--- config.mk ---
export PLATFORM = sky130hd
export DESIGN_NAME = pwt_engine
export DESIGN_NICKNAME = d
export VERILOG_FILES = /design/src/rtl/pwt_pkg.sv /design/src/rtl/pwt_setup.sv /design/src/rtl/pwt_addr_gen.sv /design/src/rtl/pwt_dirty.sv /design/src/rtl/pwt_engine.sv
export SDC_FILE = /design/constraint.sdc
export NUM_CORES = 1
export LEC_CHECK = 0
export BUFFER_PORTS_ARGS = -buffer_cell sky130_fd_sc_hd__buf_2
export CAP_MARGIN = 20
export CORE_AREA = 2 2 402 205
export CTS_CLUSTER_SIZE = 20
export DETAILED_ROUTE_END_ITERATION = 7
export DIE_AREA = 0 0 404 207
export HOLD_SLACK_MARGIN = 0.15
export SYNTH_ARGS = -nofsm -noshare
export SYNTH_HDL_FRONTEND = slang
export SYNTH_HIERARCHICAL = 1
export SYNTH_SLANG_ARGS = --single-unit
--- constraint.sdc ---
create_clock -name clk -period 12.95 [get_ports clk]
set_input_delay 0 -clock clk [delete_from_list [all_inputs] [get_ports clk]]
set_output_delay 0 -clock clk [all_outputs]
set_load 0.02 [all_outputs]
--- src/rtl/pwt_pkg.sv ---
package pwt_pkg;
    // Bytes per pixel for each input format code; 0 marks an unsupported code.
    function automatic logic [2:0] fmt_bpp(input logic [3:0] code);
        case (code)
            4'd1:         return 3'd2;
            4'd2, 4'd3:   return 3'd3;
            4'd6, 4'd7:   return 3'd4;
            default:      return 3'd0;
        endcase
    endfunction
endpackage

--- src/rtl/pwt_setup.sv ---
module pwt_setup #(
    parameter int CW     = 10,
    parameter int CNT_W  = 23,
    parameter int RB_W   = 13,
    parameter int ADDR_W = 19,
    parameter int SCR_W  = 320
) (
    input  logic [CW-1:0]     x0,
    input  logic [CW-1:0]     y0,
    input  logic [CW-1:0]     x1,
    input  logic [CW-1:0]     y1,
    input  logic [3:0]        fmt,
    input  logic [2:0]        src,
    output logic              ok,
    output logic [CW:0]       w,
    output logic [CW:0]       h,
    output logic [CNT_W-1:0]  words,
    output logic [RB_W-1:0]   row_bytes,
    output logic [ADDR_W-1:0] base,
    output logic [ADDR_W-1:0] stride
);
    import pwt_pkg::*;

    logic [2:0]       bpp;
    logic [CNT_W-1:0] total_bytes;

    always_comb begin
        bpp         = fmt_bpp(fmt);
        w           = {1'b0, x1} - {1'b0, x0} + 1'b1;
        h           = {1'b0, y1} - {1'b0, y0} + 1'b1;
        ok          = (src <= 3'd3) && (bpp != 3'd0) && (x1 >= x0) && (y1 >= y0);
        total_bytes = CNT_W'(bpp) * CNT_W'(w) * CNT_W'(h);
        words       = total_bytes >> 1;
        row_bytes   = RB_W'(bpp) * RB_W'(w);
        stride      = ADDR_W'(SCR_W) * ADDR_W'(bpp);
        base        = (ADDR_W'(y0) * ADDR_W'(SCR_W) + ADDR_W'(x0)) * ADDR_W'(bpp);
    end
endmodule

--- src/rtl/pwt_addr_gen.sv ---
module pwt_addr_gen #(
    parameter int ADDR_W = 19,
    parameter int RB_W   = 13
) (
    input  logic              clk,
    input  logic              rst_n,
    input  logic              load,
    input  logic              step,
    input  logic [ADDR_W-1:0] base_i,
    input  logic [ADDR_W-1:0] stride_i,
    input  logic [RB_W-1:0]   rb_i,
    output logic [ADDR_W-1:0] addr_o
);
    typedef struct packed {
        logic [ADDR_W-1:0] row_base;
        logic [ADDR_W-1:0] stride;
        logic [RB_W-1:0]   rb;
        logic [RB_W-1:0]   col;
    } walk_t;

    walk_t       eff, walk_d, walk_q;
    logic [RB_W:0] col_sum;

    always_comb begin
        eff = walk_q;
        if (load) begin
            eff.row_base = base_i;
            eff.stride   = stride_i;
            eff.rb       = rb_i;
            eff.col      = '0;
        end
        addr_o  = eff.row_base + ADDR_W'(eff.col);
        col_sum = {1'b0, eff.col} + (RB_W+1)'(2);
        walk_d  = eff;
        if (step) begin
            if (col_sum >= {1'b0, eff.rb}) begin
                walk_d.col      = RB_W'(col_sum - {1'b0, eff.rb});
                walk_d.row_base = eff.row_base + eff.stride;
            end else begin
                walk_d.col = RB_W'(col_sum);
            end
        end
    end

    always_ff @(posedge clk) begin
        if (!rst_n) walk_q <= '0;
        else        walk_q <= walk_d;
    end

    // The offset within a row always stays below the row length once a window is loaded.
    assert_col_in_row_R4: assert property (@(posedge clk) disable iff (!rst_n)
        (walk_q.rb != '0) |-> (walk_q.col < walk_q.rb));
endmodule

--- src/rtl/pwt_dirty.sv ---
module pwt_dirty #(
    parameter int CW    = 10,
    parameter int SCR_W = 320,
    parameter int SCR_H = 240
) (
    input  logic        clk,
    input  logic        rst_n,
    input  logic        clr,
    input  logic        merge,
    input  logic [CW:0] wx0,
    input  logic [CW:0] wy0,
    input  logic [CW:0] wx1,
    input  logic [CW:0] wy1,
    output logic [CW:0] dx0,
    output logic [CW:0] dy0,
    output logic [CW:0] dx1,
    output logic [CW:0] dy1
);
    typedef struct packed {
        logic [CW:0] x0;
        logic [CW:0] y0;
        logic [CW:0] x1;
        logic [CW:0] y1;
    } rect_t;

    localparam rect_t EMPTY = '{x0: (CW+1)'(SCR_W), y0: (CW+1)'(SCR_H), x1: '0, y1: '0};

    rect_t cur, rect_d, rect_q;

    always_comb begin
        cur    = clr ? EMPTY : rect_q;
        rect_d = cur;
        if (merge) begin
            rect_d.x0 = (wx0 < cur.x0) ? wx0 : cur.x0;
            rect_d.y0 = (wy0 < cur.y0) ? wy0 : cur.y0;
            rect_d.x1 = (wx1 > cur.x1) ? wx1 : cur.x1;
            rect_d.y1 = (wy1 > cur.y1) ? wy1 : cur.y1;
        end
    end

    always_ff @(posedge clk) begin
        if (!rst_n) rect_q <= EMPTY;
        else        rect_q <= rect_d;
    end

    assign dx0 = rect_q.x0;
    assign dy0 = rect_q.y0;
    assign dx1 = rect_q.x1;
    assign dy1 = rect_q.y1;

    assert_refresh_empties_R8: assert property (@(posedge clk) disable iff (!rst_n)
        (clr && !merge) |=> (dx0 == (CW+1)'(SCR_W) && dy0 == (CW+1)'(SCR_H) && dx1 == '0 && dy1 == '0));

    assert_union_covers_R7: assert property (@(posedge clk) disable iff (!rst_n)
        merge |=> (dx0 <= $past(wx0) && dy0 <= $past(wy0) && dx1 >= $past(wx1) && dy1 >= $past(wy1)));
endmodule

--- src/rtl/pwt_engine.sv ---
module pwt_engine #(
    parameter int SCR_W = 320,
    parameter int SCR_H = 240,
    parameter int CW    = 10,
    localparam int ADDR_W = $clog2(SCR_W * SCR_H * 4),
    localparam int CNT_W  = 2 * CW + 3,
    localparam int RB_W   = CW + 3
) (
    input  logic              clk,
    input  logic              rst_n,
    input  logic [CW-1:0]     win_x0,
    input  logic [CW-1:0]     win_y0,
    input  logic [CW-1:0]     win_x1,
    input  logic [CW-1:0]     win_y1,
    input  logic [3:0]        fmt_code,
    input  logic [2:0]        src_sel,
    input  logic              src_wr,
    input  logic              data_vld,
    input  logic [15:0]       data_word,
    input  logic              refresh,
    output logic              fb_we,
    output logic [ADDR_W-1:0] fb_addr,
    output logic [15:0]       fb_wdata,
    output logic              done,
    output logic [CW:0]       dirty_x0,
    output logic [CW:0]       dirty_y0,
    output logic [CW:0]       dirty_x1,
    output logic [CW:0]       dirty_y1
);
    typedef struct packed {
        logic              pending;
        logic [CNT_W-1:0]  remaining;
        logic [CW:0]       wx0;
        logic [CW:0]       wy0;
        logic [CW:0]       wx1e;
        logic [CW:0]       wy1e;
        logic              we;
        logic [ADDR_W-1:0] addr;
        logic [15:0]       wdata;
        logic              done;
    } eng_t;

    eng_t st_d, st_q;

    logic              setup_ok;
    logic [CW:0]       su_w, su_h;
    logic [CNT_W-1:0]  su_words;
    logic [RB_W-1:0]   su_rb;
    logic [ADDR_W-1:0] su_base, su_stride, walk_addr;
    logic              load, accept, commit;
    logic [CNT_W-1:0]  rem_after;

    pwt_setup #(.CW(CW), .CNT_W(CNT_W), .RB_W(RB_W), .ADDR_W(ADDR_W), .SCR_W(SCR_W)) u_setup (
        .x0(win_x0), .y0(win_y0), .x1(win_x1), .y1(win_y1),
        .fmt(fmt_code), .src(src_sel),
        .ok(setup_ok), .w(su_w), .h(su_h), .words(su_words),
        .row_bytes(su_rb), .base(su_base), .stride(su_stride)
    );

    pwt_addr_gen #(.ADDR_W(ADDR_W), .RB_W(RB_W)) u_walk (
        .clk(clk), .rst_n(rst_n), .load(load), .step(accept),
        .base_i(su_base), .stride_i(su_stride), .rb_i(su_rb), .addr_o(walk_addr)
    );

    pwt_dirty #(.CW(CW), .SCR_W(SCR_W), .SCR_H(SCR_H)) u_dirty (
        .clk(clk), .rst_n(rst_n), .clr(refresh), .merge(commit),
        .wx0(st_d.wx0), .wy0(st_d.wy0), .wx1(st_d.wx1e), .wy1(st_d.wy1e),
        .dx0(dirty_x0), .dy0(dirty_y0), .dx1(dirty_x1), .dy1(dirty_y1)
    );

    always_comb begin
        st_d      = st_q;
        st_d.we   = 1'b0;
        st_d.done = 1'b0;
        load      = 1'b0;
        accept    = 1'b0;
        commit    = 1'b0;
        rem_after = st_q.remaining;

        if (src_wr) begin
            // A setup strobe wins over a data word in the same cycle; that word is lost.
            if (setup_ok) begin
                load           = 1'b1;
                st_d.remaining = su_words;
            end
        end else if (data_vld) begin
            if (st_q.pending) begin
                accept    = 1'b1;
                rem_after = st_q.remaining - 1'b1;
            end else if (setup_ok) begin
                load      = 1'b1;
                accept    = 1'b1;
                rem_after = su_words - 1'b1;
            end
        end

        if (load) begin
            st_d.pending = 1'b1;
            st_d.wx0     = {1'b0, win_x0};
            st_d.wy0     = {1'b0, win_y0};
            st_d.wx1e    = {1'b0, win_x0} + su_w;
            st_d.wy1e    = {1'b0, win_y0} + su_h;
        end

        if (accept) begin
            st_d.we        = 1'b1;
            st_d.addr      = walk_addr;
            st_d.wdata     = data_word;
            st_d.remaining = rem_after;
            if (rem_after == '0) begin
                st_d.pending = 1'b0;
                st_d.done    = 1'b1;
                commit       = 1'b1;
            end
        end
    end

    always_ff @(posedge clk) begin
        if (!rst_n) st_q <= '0;
        else        st_q <= st_d;
    end

    assign fb_we    = st_q.we;
    assign fb_addr  = st_q.addr;
    assign fb_wdata = st_q.wdata;
    assign done     = st_q.done;

    assert_done_with_write_R6: assert property (@(posedge clk) disable iff (!rst_n)
        done |-> fb_we);

    assert_write_from_strobe_R5: assert property (@(posedge clk) disable iff (!rst_n)
        fb_we |-> ($past(data_vld) && !$past(src_wr)));

    assert_drop_on_bad_setup_R2: assert property (@(posedge clk) disable iff (!rst_n)
        (data_vld && !src_wr && !st_q.pending && !setup_ok) |=> !fb_we);

    assert_pending_owes_words_R3: assert property (@(posedge clk) disable iff (!rst_n)
        st_q.pending |-> (st_q.remaining != '0));
endmodule

==> metrics.txt, run 1 <==
maxcap violations 0; Slew headroom 29.8%; CP Buf/Inv Count 11; drt drc 0; DR pass1 iterations 6; yosys warns 6; FF+latch count, synth 213; path type of the worst setup path in -> reg; Final min period 12,180 ps; layout cells sized above 1 11.4%; GPL Wtd Cong 0.921; LEAKAGE 12.3 nW; Highest Clock Rate around 0.082 GHz; CP max FO 13; GRT Resource Usage Total 16.9%; cts bufs inserted 22; Tightest Pin Transition 1050 ps; Die Wd approximately 400 microns; final wirelength 72,600 microns; post-synthesis sequential area ratio 17.9%; outcome complete, no violations; minimum hold slack 195 ps; Std-Cell Core Area 80,400 sq um; total grt overflow 0; final setup violating endpoints 0; setup_tns 0 ps; DR vias 21,000; Final Skew 58.2 ps; Top FF cell, synth dfxtp_1; Slew Limit Fails 0; vias in the first global route 19,300; Port Buffers 146; Avg Cell Area, Syn 8.01 sq um; P&R area growth vs syn 11.4%; Async SR Flop Fraction 0%; worst skew pair latency 600 ps; nets 3,554; initial antenna violation count 4; WP data arrival between 10,000 and 15,000 ps; Root Buffer clkbuf_16; PD cells slightly above 100 nW/um^2; Layout Cells excl Fill 4,160; Die H slightly above 200 microns; CP Capture Type flip-flop; number of enable flip-flop cells after synthesis 0; fill cell count 8,400; fin crit share between 90% and 100%; clk slew on worst S/H paths 70 ps; synth unique cells between 100 and 150; CP required 13,420 ps; Slowest-stage cell, CP or4_1; DR vias/cell 5.05; Final Cell Area 26,600 sq um; Syn Inst Count between 2,000 and 3,000; dpl cells 4,076; Die Area 83,600 sq um; HP Class in -> reg; critical path's top delay family adder cells; first-pass GRT wire length 113,000 microns; Final Hold Viols 0; Row Count 74; WL/cell between 15 and 20 microns; Max clock buf depth 3; Peak VDD IR 0.0859 mV; CP Launch Type input port; initial core utilization 29.7%; final core utilization between 30% and 40%; Iteration-0 DRC Markers ~2,300; synthesized area 23,900 sq um; largest net degree at the start of global routing 73; slowest stage delay, CP 640 ps; Detailed Place HPWL 56,900 microns; setup repair bufs after CTS 0; clk sinks 213; RSZ-0062 raised after global routing no; # IOs 149; H-Tree Depth 1; CTS tree done; cell mode on critical path fa_1; Cell Area, Placed approximately 25,000 sq um; Routed Antenna Nets 0
## placed cells by master (no fill, tap or decap), types with 14 or more instances in the layout
cell | netlist | layout
buf_4 | 51 | 40
mux2i_1 | 50 | 50
nand3_1 | 48 | 48
conb_1 | 1 | 14
nand2b_1 | 65 | 65
or3_1 | 18 | 18
o31ai_1 | 18 | 18
dfxtp_1 | 213 | 213
nand4_1 | 16 | 16
nor2_1 | 210 | 210
nand2_1 | 422 | 422
nor3_1 | 47 | 47
fa_1 | 150 | 150
mux2_2 | 40 | 40
o21ai_0 | 77 | 75
nor4_1 | 25 | 24
and2_1 | 73 | 73
or2_2 | 30 | 30
xnor2_1 | 86 | 86
o21a_1 | 32 | 32
a211oi_1 | 29 | 29
nor3b_1 | 15 | 15
a21o_1 | 31 | 31
and3_1 | 41 | 41
clkbuf_16 | 0 | 22
xor2_1 | 53 | 52
inv_1 | 278 | 276
a21oi_1 | 202 | 201
dlygate4sd3_1 | 0 | 42
a311oi_1 | 20 | 20
a31oi_1 | 30 | 30
buf_2 | 13 | 145
ha_1 | 258 | 258
nor2b_1 | 41 | 41
## tightest hold or removal path, cell delays in order
cell     delay, ps
buf_2          150
nand2_1        130
ha_1           150
mux2_2         190
and2_1         120
## what timing repair did
action / in CTS / in global routing
resized for setup: 0 / 10
endpoints found under the hold margin: 97 / 0
setup endpoints to repair: 0 / 44
hold buffers: 42 / 0
## per-layer routing
layer  vias to the layer above  GRT usage, %  part of all wire, %
li1                      10300             -                    -
met4                         0          2.10                 0.90
met2                       788          20.9                   36
met1                      9879          27.9                   53
met5                         -             0                    0
met3                        57          5.05                   10
## synth_stat cells, types with 15 or more instances
cell type	instances	area [sq um]
nand2_1	422	1580
inv_1	278	1040
ha_1	258	3230
dfxtp_1	213	4260
nor2_1	210	788
a21oi_1	202	1010
fa_1	150	3000
xnor2_1	86	753
clkbuf_1	85	319
o21ai_0	77	385
and2_1	73	457
nand2b_1	65	407
xor2_1	53	464
buf_4	51	383
mux2i_1	50	500
nand3_1	48	240
nor3_1	47	235
and3_1	41	257
nor2b_1	41	257
mux2_2	40	450
o21a_1	32	240
a21o_1	31	233
a31oi_1	30	188
or2_2	30	188
a211oi_1	29	218
nor4_1	25	156
a311oi_1	20	175
o31ai_1	18	135
or3_1	18	113
nand4_1	16	100
nor3b_1	15	113
## final timing paths
check	start	endpoint	slack, ps	cells past startpoint
max	win_x0[2]	u_dirty/dy0[0]	770	51
min	fmt_code[1]	u_walk/walk_q[36]	190	5
max reg2reg	st_q[104]	u_walk/walk_q[60]	6300	21
min reg2reg	fb_wdata[12]	fb_wdata[12]	450	2
## metrics by stage
stage,worst slack (ps),power (mW)
CTS,407,2.66
global route,19.1,2.88
floorplan,1530,1.64
detailed placement,339,1.98
global placement,538,1.98
finish,767,2.69
## cell families (layout without fill, tap and decap cells)
kind of cell | Yosys count | count (layout) | share of synthesized area (%)
and+or+nand+nor | 1121 | 1121 | 23.1
muxes | 90 | 90 | 3.98
AOI/OAI and AO/OA | 559 | 559 | 15.6
other | 1 | 18 | 0.0157
buffers and inverters | 447 | 547 | 8.15
adders and majority gates | 408 | 408 | 26.1
xor gates and xnor gates | 140 | 140 | 5.19
DFF | 213 | 213 | 17.9
## cell type report
class                           count  area [sq um]  area share (%)
Multi-Input combinational cell   2332         17800            66.9
Sequential cell                   213          4260            16.0
Timing Repair Buffer              227          1450            5.44
Tap cell                         1064          1330            5.00
Inverter                          282          1060            3.99
Clock buffer                       32           638            2.40
Clock inverter                      6          60.1           0.226
Antenna cell                        4          10.0          0.0376
## flip-flops by register name (all words and copies together) (netlist names), 11 cells and up
| signal | count |
|---|---|
| u_dirty/dy0 | 11 |
| fb_addr | 19 |
| st_q | 68 |
| u_dirty/dy1 | 11 |
| u_dirty/dx0 | 11 |
| fb_wdata | 16 |
| u_dirty/dx1 | 11 |
| u_walk/walk_q | 64 |
## report_power, final
| part | total (mW) | internal, mW | leakage, nW | switching, mW |
|---|---|---|---|---|
| sequential | 0.666 | 0.662 | 1.72 | 0.00481 |
| combinational | 1.36 | 0.489 | 10.2 | 0.869 |
| clock | 0.662 | 0.345 | 0.336 | 0.317 |
| total | 2.69 | 1.50 | 12.3 | 1.19 |
Power figures use the tool's default switching activity.
==> run 2: changes to the inputs <==
--- a/config.mk
+++ b/config.mk
@@ -7,10 +7,10 @@
 export LEC_CHECK = 0
 export BUFFER_PORTS_ARGS = -buffer_cell sky130_fd_sc_hd__buf_2
 export CAP_MARGIN = 20
-export CORE_AREA = 2 2 402 205
+export CORE_AREA = 10 10 410 213
 export CTS_CLUSTER_SIZE = 20
 export DETAILED_ROUTE_END_ITERATION = 7
-export DIE_AREA = 0 0 404 207
+export DIE_AREA = 0 0 420 223
 export HOLD_SLACK_MARGIN = 0.15
 export SYNTH_ARGS = -nofsm -noshare
 export SYNTH_HDL_FRONTEND = slang
==> run 2 against run 1 <==
Net effect:
- clock skew decreased by 22 ps
- clock-buffer cell count fell by 8
- combinational power grew 6%
- highest routed layer unchanged
==> metrics.txt, run 2 (synthesis results as in run 1) <==
Slowest-stage cell, CP a2111oi_0; maxcap violations 0; cts bufs inserted 22; Row Count 74; Min-Delay Startpoint data_word[13]; final wirelength 77,200 microns; Final Cell Area ~27,000 sq um; slowest stage delay, CP 900 ps; DR vias/cell 5.08; Final Hold Viols 0; path type of the worst setup path in -> reg; R2R Setup Slk 6470 ps; worst hold stages 4; Peak VDD IR 0.0984 mV; Die Area approximately 94,000 sq um; CTS tree done; busiest grt layer met1; initial antenna violation count 7; Max clock buf depth 3; Port Buffers about 150; H-Tree Depth 1; CP max FO 9; largest reg by FF count st_q; CP required 13,420 ps; met3 Use GR ~5.6%; most common cell after layout, fill and taps aside nand2_1; clk sinks 213; Slew headroom about a third; Final min period 12,410 ps; layout cells sized above 1 11.9%; R2R Path Start st_q[104]; Slew Limit Fails 0; reg2reg path depth 21; total power 2.77 mW; GRT Resource Usage Total 15.8%; HP Class in -> reg; outcome complete, no violations; PD cells between 100 and 150 nW/um^2; WL/cell ~19 microns; DR pass1 iterations 6; Die H 223 microns; Std-Cell Core Area 80,500 sq um; worst skew pair latency 570 ps; Highest Clock Rate a little over 0.08 GHz; WP data arrival 12,880 ps; RSZ-0062 raised after global routing no; Detailed Place HPWL 60,100 microns; Root Buffer clkbuf_16; total grt overflow 0; LEAKAGE 12.3 nW; DR vias 21,100; CP Capture Type flip-flop; met1 Use GR 25.6%; initial core utilization between 20% and 30%; cell mode on critical path fa_1; final setup violating endpoints 0; P&R area growth vs syn 11.7%; Tightest Pin Transition between 900 and 1000 ps; fill cell count 8,391; sink of the worst hold path fb_wdata[13]; drt drc 0; Final Skew 35.9 ps; fin crit share 95.8%; vias in the first global route 19,600; worst r2r dst u_walk/walk_q[5]; most frequent cells in the layout nand2_1 (422), inv_1 (275), ha_1 (258); Routed Antenna Nets 0; nets 3,555; Layout Cells excl Fill 4,163; FF+latch area 4260 sq um; GPL Wtd Cong between 0.9 and 1; met2 GRT Util 19.1%; first-pass GRT wire length 118,000 microns; dpl cells 4,075; largest net degree at the start of global routing 73; setup_tns 0 ps; clk slew on worst S/H paths 70 ps; Iteration-0 DRC Markers a little over 2,000; # IOs about 150; CP Launch Type input port; max reg flops 68; area of the multi-input gates 17,800 sq um; Die Wd 420 microns; Cell Area, Placed 25,400 sq um
-- run 2: worst max-delay path by stage --
stage / end / from / cells after the start
detailed placement: u_dirty/dx0[9] / win_x0[2] / 48
CTS: u_dirty/dy0[1] / win_x0[1] / 51
finish: u_dirty/dx1[4] / win_x0[2] / 50
global placement: u_dirty/dx0[4] / win_x0[1] / 50
floorplan: u_dirty/dx0[9] / win_x0[1] / 50
global route: u_dirty/dy1[2] / win_x0[1] / 52
-- run 2: repair_timing --
item | in CTS | in global routing
setup endpoints to repair | 0 | 44
setup buffers | 0 | 1
hold buffers | 42 | 0
endpoints found under the hold margin | 88 | 0
gates resized for setup | 0 | 15
-- run 2: final cells by class --
type / instances / share of cell area (%)
multi-input cells: 2332 / 66.9
clock buffers: 24 / 2.17
inverters: 282 / 3.98
clock inverters: 16 / 0.441
flip-flops and latches: 213 / 16.0
well taps: 1064 / 4.99
repair buffers: 228 / 5.53
diodes: 4 / 0.0375
-- run 2: report_power, final --
| part | total (mW) | internal, mW | switching (mW) |
|---|---|---|---|
| registers | 0.666 | 0.661 | 0.00506 |
| logic | 1.44 | 0.508 | 0.929 |
| clock network | 0.666 | 0.330 | 0.336 |
| total | 2.77 | 1.50 | 1.27 |
-- run 2: metrics by stage --
step / setup WS (ps) / utilization (%) / hold WS [ps]
floorplan: 1530 / - / 136
global placement: 657 / 31.6 / 240
detailed placement: 423 / 31.6 / 252
CTS: 408 / 33.0 / 183
global route: 14.8 / 33.1 / 218
finish: 539 / 33.1 / 223
-- run 2: critical path, delay by kind of cell --
kind                       cells  cell delay (ps)
and+or+nand+nor               11             2600
AOI/OAI and AO/OA             16             3740
xor gates and xnor gates       2              340
muxes                          1              250
adders and majority gates     10             4400
buffers and inverters         10             1490
-- run 2: routing by layer --
layer  vias up  wire, microns  part of all wire, %
met1      9873          40500                   52
li1      10300              -                    -
met5         -              0                    0
met2       888          26700                   35
met3        73           8860                   11
met4         0           1150                  1.5
